### config.mk
export PLATFORM = sky130hd
export DESIGN_NAME = srs_seq
export DESIGN_NICKNAME = d
export VERILOG_FILES = /design/src/rtl/srs_pkg.sv /design/src/rtl/srs_timer.sv /design/src/rtl/srs_wake_hold.sv /design/src/rtl/srs_ctrl.sv /design/src/rtl/srs_pins.sv /design/src/rtl/srs_seq.sv
export SDC_FILE = /design/constraint.sdc
export NUM_CORES = 1
export LEC_CHECK = 0
export ABC_CLOCK_PERIOD_IN_PS = 3000
export BUFFER_PORTS_ARGS = -buffer_cell sky130_fd_sc_hd__buf_2
export CAP_MARGIN = 30
export CORE_MARGIN = 1.5
export CORE_UTILIZATION = 52
export CTS_BUF_LIST = sky130_fd_sc_hd__clkbuf_8
export CTS_CLUSTER_DIAMETER = 80
export CTS_CLUSTER_SIZE = 20
export DETAILED_ROUTE_END_ITERATION = 8
export MAX_ROUTING_LAYER = met4
export PLACE_DENSITY = 0.77
export SLEW_MARGIN = 10
export SYNTH_ARGS = -nofsm -noshare
export SYNTH_HDL_FRONTEND = slang
export SYNTH_SLANG_ARGS = --single-unit
### constraint.sdc
create_clock -name clk -period 3 [get_ports clk]
set_clock_uncertainty 0.15 [all_clocks]
set_input_delay 0.6 -clock clk [delete_from_list [all_inputs] [get_ports clk]]
set_output_delay 0.6 -clock clk [all_outputs]
set_load 0.02 [all_outputs]
### src/rtl/srs_pkg.sv
package srs_pkg;

   typedef enum logic [2:0] {
      ST_IDLE       = 3'd0,
      ST_PRE_BURST  = 3'd1,
      ST_CAS_LEAD   = 3'd2,
      ST_SELF       = 3'd3,
      ST_RECOVER    = 3'd4,
      ST_POST_BURST = 3'd5
   } srs_state_e;

   // Round a time in ns up to whole clock cycles, at least one.
   function automatic int ns_to_cyc(input int t_ns, input int clk_ns);
      int c;
      c = (t_ns + clk_ns - 1) / clk_ns;
      if (c < 1) c = 1;
      return c;
   endfunction

   function automatic int max3(input int a, input int b, input int c);
      int m;
      m = a;
      if (b > m) m = b;
      if (c > m) m = c;
      return m;
   endfunction

endpackage

### src/rtl/srs_timer.sv
module srs_timer #(
   parameter int TW = 8
) (
   input  logic          clk,
   input  logic          rst_n,
   input  logic          load,
   input  logic [TW-1:0] load_val,
   output logic          zero
);
   logic [TW-1:0] cnt;

   always_ff @(posedge clk) begin
      if (!rst_n)            cnt <= '0;
      else if (load)         cnt <= load_val;
      else if (cnt != '0)    cnt <= cnt - 1'b1;
   end

   assign zero = (cnt == '0);
endmodule

### src/rtl/srs_wake_hold.sv
module srs_wake_hold (
   input  logic clk,
   input  logic rst_n,
   input  logic arm,
   input  logic clr,
   input  logic wake_req,
   output logic pend
);
   always_ff @(posedge clk) begin
      if (!rst_n)               pend <= 1'b0;
      else if (clr)             pend <= 1'b0;
      else if (arm && wake_req) pend <= 1'b1;
   end
endmodule

### src/rtl/srs_ctrl.sv
module srs_ctrl
   import srs_pkg::*;
#(
   parameter int LEAD_CYC = 1,
   parameter int SELF_CYC = 16,
   parameter int REC_CYC  = 4,
   parameter int TW       = 8
) (
   input  logic          clk,
   input  logic          rst_n,
   input  logic          sleep_req,
   input  logic          burst_done,
   input  logic          wake_seen,
   input  logic          tmr_zero,
   output srs_state_e    state,
   output logic          tmr_load,
   output logic [TW-1:0] tmr_val,
   output logic          wake_arm,
   output logic          exit_go
);
   srs_state_e nxt;

   always_comb begin
      nxt      = state;
      tmr_load = 1'b0;
      tmr_val  = '0;
      exit_go  = 1'b0;
      unique case (state)
         ST_IDLE: if (sleep_req) nxt = ST_PRE_BURST;
         ST_PRE_BURST: if (burst_done) begin
            nxt      = ST_CAS_LEAD;
            tmr_load = 1'b1;
            tmr_val  = TW'(LEAD_CYC - 1);
         end
         ST_CAS_LEAD: if (tmr_zero) begin
            nxt      = ST_SELF;
            tmr_load = 1'b1;
            tmr_val  = TW'(SELF_CYC - 1);
         end
         ST_SELF: if (tmr_zero && wake_seen) begin
            nxt      = ST_RECOVER;
            tmr_load = 1'b1;
            tmr_val  = TW'(REC_CYC - 1);
            exit_go  = 1'b1;
         end
         ST_RECOVER: if (tmr_zero) nxt = ST_POST_BURST;
         ST_POST_BURST: if (burst_done) nxt = ST_IDLE;
         default: nxt = ST_IDLE;
      endcase
   end

   assign wake_arm = (state == ST_PRE_BURST) || (state == ST_CAS_LEAD) || (state == ST_SELF);

   always_ff @(posedge clk) begin
      if (!rst_n) state <= ST_IDLE;
      else        state <= nxt;
   end
endmodule

### src/rtl/srs_pins.sv
module srs_pins
   import srs_pkg::*;
#(
   parameter int NCAS = 8
) (
   input  srs_state_e       state,
   output logic             ras_n,
   output logic [NCAS-1:0]  cas_n,
   output logic             we_n,
   output logic             busy,
   output logic             burst_req
);
   logic col_act;

   assign col_act   = (state == ST_CAS_LEAD) || (state == ST_SELF);
   assign ras_n     = (state != ST_SELF);
   assign we_n      = 1'b1;
   assign busy      = (state != ST_IDLE);
   assign burst_req = (state == ST_PRE_BURST) || (state == ST_POST_BURST);

   for (genvar i = 0; i < NCAS; i++) begin : g_cas
      assign cas_n[i] = ~col_act;
   end
endmodule

### src/rtl/srs_seq.sv
module srs_seq
   import srs_pkg::*;
#(
   parameter int CLK_NS        = 10,
   parameter int NCAS          = 8,
   parameter int CAS_LEAD_NS   = 5,
   parameter int SELF_MIN_NS   = 100_000,
   parameter int RECOVER_NS    = 84,
   parameter int REFRESH_STYLE = 0
) (
   input  logic            clk,
   input  logic            rst_n,
   input  logic            sleep_req,
   input  logic            wake_req,
   input  logic            burst_done,
   output logic            ras_n,
   output logic [NCAS-1:0] cas_n,
   output logic            we_n,
   output logic            busy,
   output logic            burst_req
);
   localparam int LEAD_CYC = ns_to_cyc(CAS_LEAD_NS, CLK_NS);
   localparam int SELF_CYC = ns_to_cyc(SELF_MIN_NS, CLK_NS);
   localparam int REC_CYC  = ns_to_cyc(RECOVER_NS, CLK_NS);
   localparam int MAX_CYC  = max3(LEAD_CYC, SELF_CYC, REC_CYC);
   localparam int TW       = $clog2(MAX_CYC + 1);

   // Elaboration-time parameter checks.
   if (NCAS < 1) begin : g_bad_ncas
      $error("srs_seq: NCAS must be at least 1");
   end
   if (CLK_NS < 1) begin : g_bad_clk
      $error("srs_seq: CLK_NS must be at least 1");
   end
   if (REFRESH_STYLE == 0) begin : g_win_burst
      localparam int WIN_CYC = 16_000_000 / CLK_NS;
      if (LEAD_CYC + 2 >= WIN_CYC || REC_CYC + 2 >= WIN_CYC) begin : g_bad_win
         $error("srs_seq: entry or exit latency exceeds the burst refresh window");
      end
   end else if (REFRESH_STYLE == 1) begin : g_win_dist
      localparam int WIN_CYC = 128_000_000 / CLK_NS;
      if (LEAD_CYC + 2 >= WIN_CYC || REC_CYC + 2 >= WIN_CYC) begin : g_bad_win
         $error("srs_seq: entry or exit latency exceeds the distributed refresh window");
      end
   end else begin : g_bad_style
      $error("srs_seq: REFRESH_STYLE must be 0 or 1");
   end

   srs_state_e     state;
   logic           tmr_load;
   logic [TW-1:0]  tmr_val;
   logic           tmr_zero;
   logic           wake_arm;
   logic           exit_go;
   logic           wake_pend;
   logic           wake_seen;

   assign wake_seen = wake_pend | wake_req;

   srs_ctrl #(
      .LEAD_CYC (LEAD_CYC),
      .SELF_CYC (SELF_CYC),
      .REC_CYC  (REC_CYC),
      .TW       (TW)
   ) i_ctrl (
      .clk        (clk),
      .rst_n      (rst_n),
      .sleep_req  (sleep_req),
      .burst_done (burst_done),
      .wake_seen  (wake_seen),
      .tmr_zero   (tmr_zero),
      .state      (state),
      .tmr_load   (tmr_load),
      .tmr_val    (tmr_val),
      .wake_arm   (wake_arm),
      .exit_go    (exit_go)
   );

   srs_timer #(.TW(TW)) i_timer (
      .clk      (clk),
      .rst_n    (rst_n),
      .load     (tmr_load),
      .load_val (tmr_val),
      .zero     (tmr_zero)
   );

   srs_wake_hold i_wake (
      .clk      (clk),
      .rst_n    (rst_n),
      .arm      (wake_arm),
      .clr      (exit_go),
      .wake_req (wake_req),
      .pend     (wake_pend)
   );

   srs_pins #(.NCAS(NCAS)) i_pins (
      .state     (state),
      .ras_n     (ras_n),
      .cas_n     (cas_n),
      .we_n      (we_n),
      .busy      (busy),
      .burst_req (burst_req)
   );
endmodule

==> flow_metrics.env <==
export IMPL_outcome="finished clean"
export IMPL_diodes=0
export IMPL_crit_fanout=4
export IMPL_drive_above_1_share_pct=19.3
export IMPL_coreArea_um2=1960
export IMPL_syn_nets=137
export IMPL_syn_cell_area_um2=1090
export IMPL_port_buffer_count=15
export IMPL_antenna_found_initial=0
export IMPL_detail_route_wl_per_cell_um=12.0
export IMPL_pwr_share_seq_pct=29.9
export IMPL_synth_top_area_cell="dfxtp_1"
export IMPL_synth_cell_type_count=32
export IMPL_intPower_w=0.000825
export IMPL_final_common_cell="dfxtp_1"
export IMPL_arrival_ns=2.24
export IMPL_slew_headroom_pct=66.6
export IMPL_portion_of_the_post_synthesis_area_used_by_sequential_elements_pct=33.2
export IMPL_die_height_um=48.7
export IMPL_numClockSinks=18
export IMPL_antenna_left=0
export IMPL_routed_via_density=5.52
export IMPL_holdBufCountCts=0
export IMPL_holdCritPathClass="flip-flop to flip-flop"
export IMPL_route_detailed_drc=0
export IMPL_crit_required_ns=3.00
export IMPL_syn2layout_area_growth_pct=6.80
export IMPL_synth_edf_count=0
export IMPL_routed_wl_mm=1.95
export IMPL_die_x_um=48.7
export IMPL_cts_tree="yes"
export IMPL_finalWeightedCongestion=0.910
export IMPL_switching_share_of_power_pct=43.2
export IMPL_placementRows=16
export IMPL_clock_group_share_of_total_power_pct=11.4
export IMPL_synth_flop_cell="dfxtp_1"
export IMPL_ir_drop_uv=687
export IMPL_avgSynthCellArea_um2=8.35
export IMPL_first_pass_iters=4
export IMPL_start_util_pct=55.4
export IMPL_report_final_setup_viol=0
export IMPL_clk_insertion_delay_late_ns=0.25
export IMPL_clock_tree_root_cell="clkbuf_8"
export IMPL_grt_setup_unrepaired="no"
export IMPL_power_switching_w=0.000628
export IMPL_drv_slew=0
export IMPL_synth_seq_cells=18
export IMPL_instances_no_fill=162
export IMPL_detailedPlacementHpwl_mm=1.51
export IMPL_final_design_area_no_fill_um2=1160
export IMPL_dp_cells=159
export IMPL_placed_cell_area_um2=1120
export IMPL_initialDrtViolationCount=18
export IMPL_commonest_non_fill_non_tap_cells_in_the_layout="18 x dfxtp_1, 16 x nor2_1, 15 x buf_2"
export IMPL_final_period_minus_worst_setup_slack_ns=2.24
export IMPL_leakage_nw=0.443
export IMPL_cts_buffers=3
export IMPL_finalCritPeriodShare_pct=74.8
export IMPL_async_reset_ff_share_pct=0
export IMPL_n_fill_cell=180
export IMPL_maxCapViolCount=0
export IMPL_synth_top_cell_area_share_pct=33.2
export IMPL_layout_nets=144
export IMPL_worst_slew_pin_transition_ns=0.497
export IMPL_timing_fmax_mhz=446
export IMPL_i_o_pin_count=17
export IMPL_cts_reportedPaths_clkPinSlew_ns=0.06
export IMPL_setup_tns_final_ns=0
export IMPL_combinational_share_of_power_pct=58.7
export IMPL_timing_final_hold_violations=0
export IMPL_yosys_warnings=0
export IMPL_cts_max_path_buffers=2
export IMPL_postSynthCellCount=130
export IMPL_critical_path_endpoint_type="flip-flop"
export IMPL_synthTopCellsByArea="dfxtp_1 33%, xnor2_1 9.7%, buf_4 5.5%"
export IMPL_fin_worst_hold_slack_ns=0.386
export IMPL_detailroute_via_count=895
export IMPL_grt_max_degree=16
export IMPL_total_power_w=0.00145
export IMPL_power_density_nw_per_um2=1250
export IMPL_cts_resized_gates=0
export IMPL_cts_setup_buffers=0
export IMPL_dieArea_um2=2370
export IMPL_grt_pass1_wl_mm=3.36
export IMPL_start_kind="flip-flop"
export IMPL_start_to_end_type_of_the_worst_setup_path="flip-flop to flip-flop"
export IMPL_cts_htree_levels=1
export IMPL_grt_overflow_total=0
export IMPL_first_global_vias=802
export IMPL_groute_usage_overall_pct=18.2
-- metal layers --
metal | vias up | track usage (%) | part of all wire (%)
li1 | 452 | - | -
met1 | 415 | 22.3 | 46
met2 | 23 | 30.6 | 48
met3 | 5 | 3.09 | 4.1
met4 | 0 | 5.71 | 1.4
met5 | - | - | 0
-- metrics by stage --
step | setup slack [ns] | util (%)
global route | 0.642 | 59.1
detailed placement | 0.764 | 57.0
finish | 0.757 | 59.1
floorplan | 0.836 | -
global placement | 0.810 | 57.0
CTS | 0.756 | 59.1
-- critical path, cell delays in order, from the launching register on --
cell and delay [ns]:
dfxtp_1 0.34, or4_4 0.59, or4_4 0.44, nor4b_4 0.31, a221oi_2 0.09, o211a_1 0.21
-- state kept, by name (all words and copies together), names as in the netlist --
name and flops:
i_timer.cnt 14, i_ctrl.state 3, i_wake.pend 1
-- cells by family (layout without fill, tap and decap cells) --
group / after synthesis / after routing / share of synthesized area (%)
AO/OA/AOI/OAI: 18 / 18 / 10.4
XOR/XNOR: 14 / 14 / 11.3
adder cells (fa/ha/maj): 2 / 2 / 2.30
buffers and inverters: 19 / 24 / 9.45
flip-flops: 18 / 18 / 33.2
other: 1 / 1 / 0.345
AND/OR/NAND/NOR: 58 / 58 / 33.1
-- power by group through the flow --
stage               Combinational (W)  Sequential [W]  Clock, W
floorplan                    0.000755        0.000404         0
global placement             0.000836        0.000433         0
detailed placement           0.000852        0.000437         0
CTS                          0.000861        0.000433  0.000166
global route                 0.000950        0.000451  0.000175
finish                       0.000853        0.000434  0.000166
-- cells in the mapped netlist (2+ instances only) --
| cell type | n |
|---|---|
| a21boi_0 | 2 |
| a21oi_1 | 4 |
| buf_4 | 8 |
| clkbuf_1 | 5 |
| dfxtp_1 | 18 |
| ha_1 | 2 |
| inv_1 | 5 |
| nand2_1 | 5 |
| nand3_1 | 4 |
| nor2_1 | 16 |
| nor2b_1 | 3 |
| nor3_1 | 9 |
| nor3b_1 | 3 |
| nor4_1 | 2 |
| nor4b_1 | 3 |
| o21ai_0 | 9 |
| or3_1 | 4 |
| or4_4 | 2 |
| xnor2_1 | 12 |
| xor2_1 | 2 |
-- final timing paths --
path	start	to	slack, ns	cells after the start
worst max-delay path	i_timer.cnt[8]	i_ctrl.state[0]	0.76	5
worst min-delay path	i_timer.cnt[11]	i_timer.cnt[11]	0.39	2
worst max register to register	i_timer.cnt[8]	i_ctrl.state[0]	0.76	5
worst min register to register	i_timer.cnt[11]	i_timer.cnt[11]	0.39	2
-- area by class of cell --
cell class / instances / area [um^2] / share of cell area (%)
tap: 27 / 33.8 / 2.91
clock buffer: 3 / 41.3 / 3.56
timing repair buffer: 16 / 82.6 / 7.12
inverter: 5 / 18.8 / 1.62
multi-input combinational: 93 / 623 / 53.7
sequential: 18 / 360 / 31.1
(Power assumes the default switching activity.)
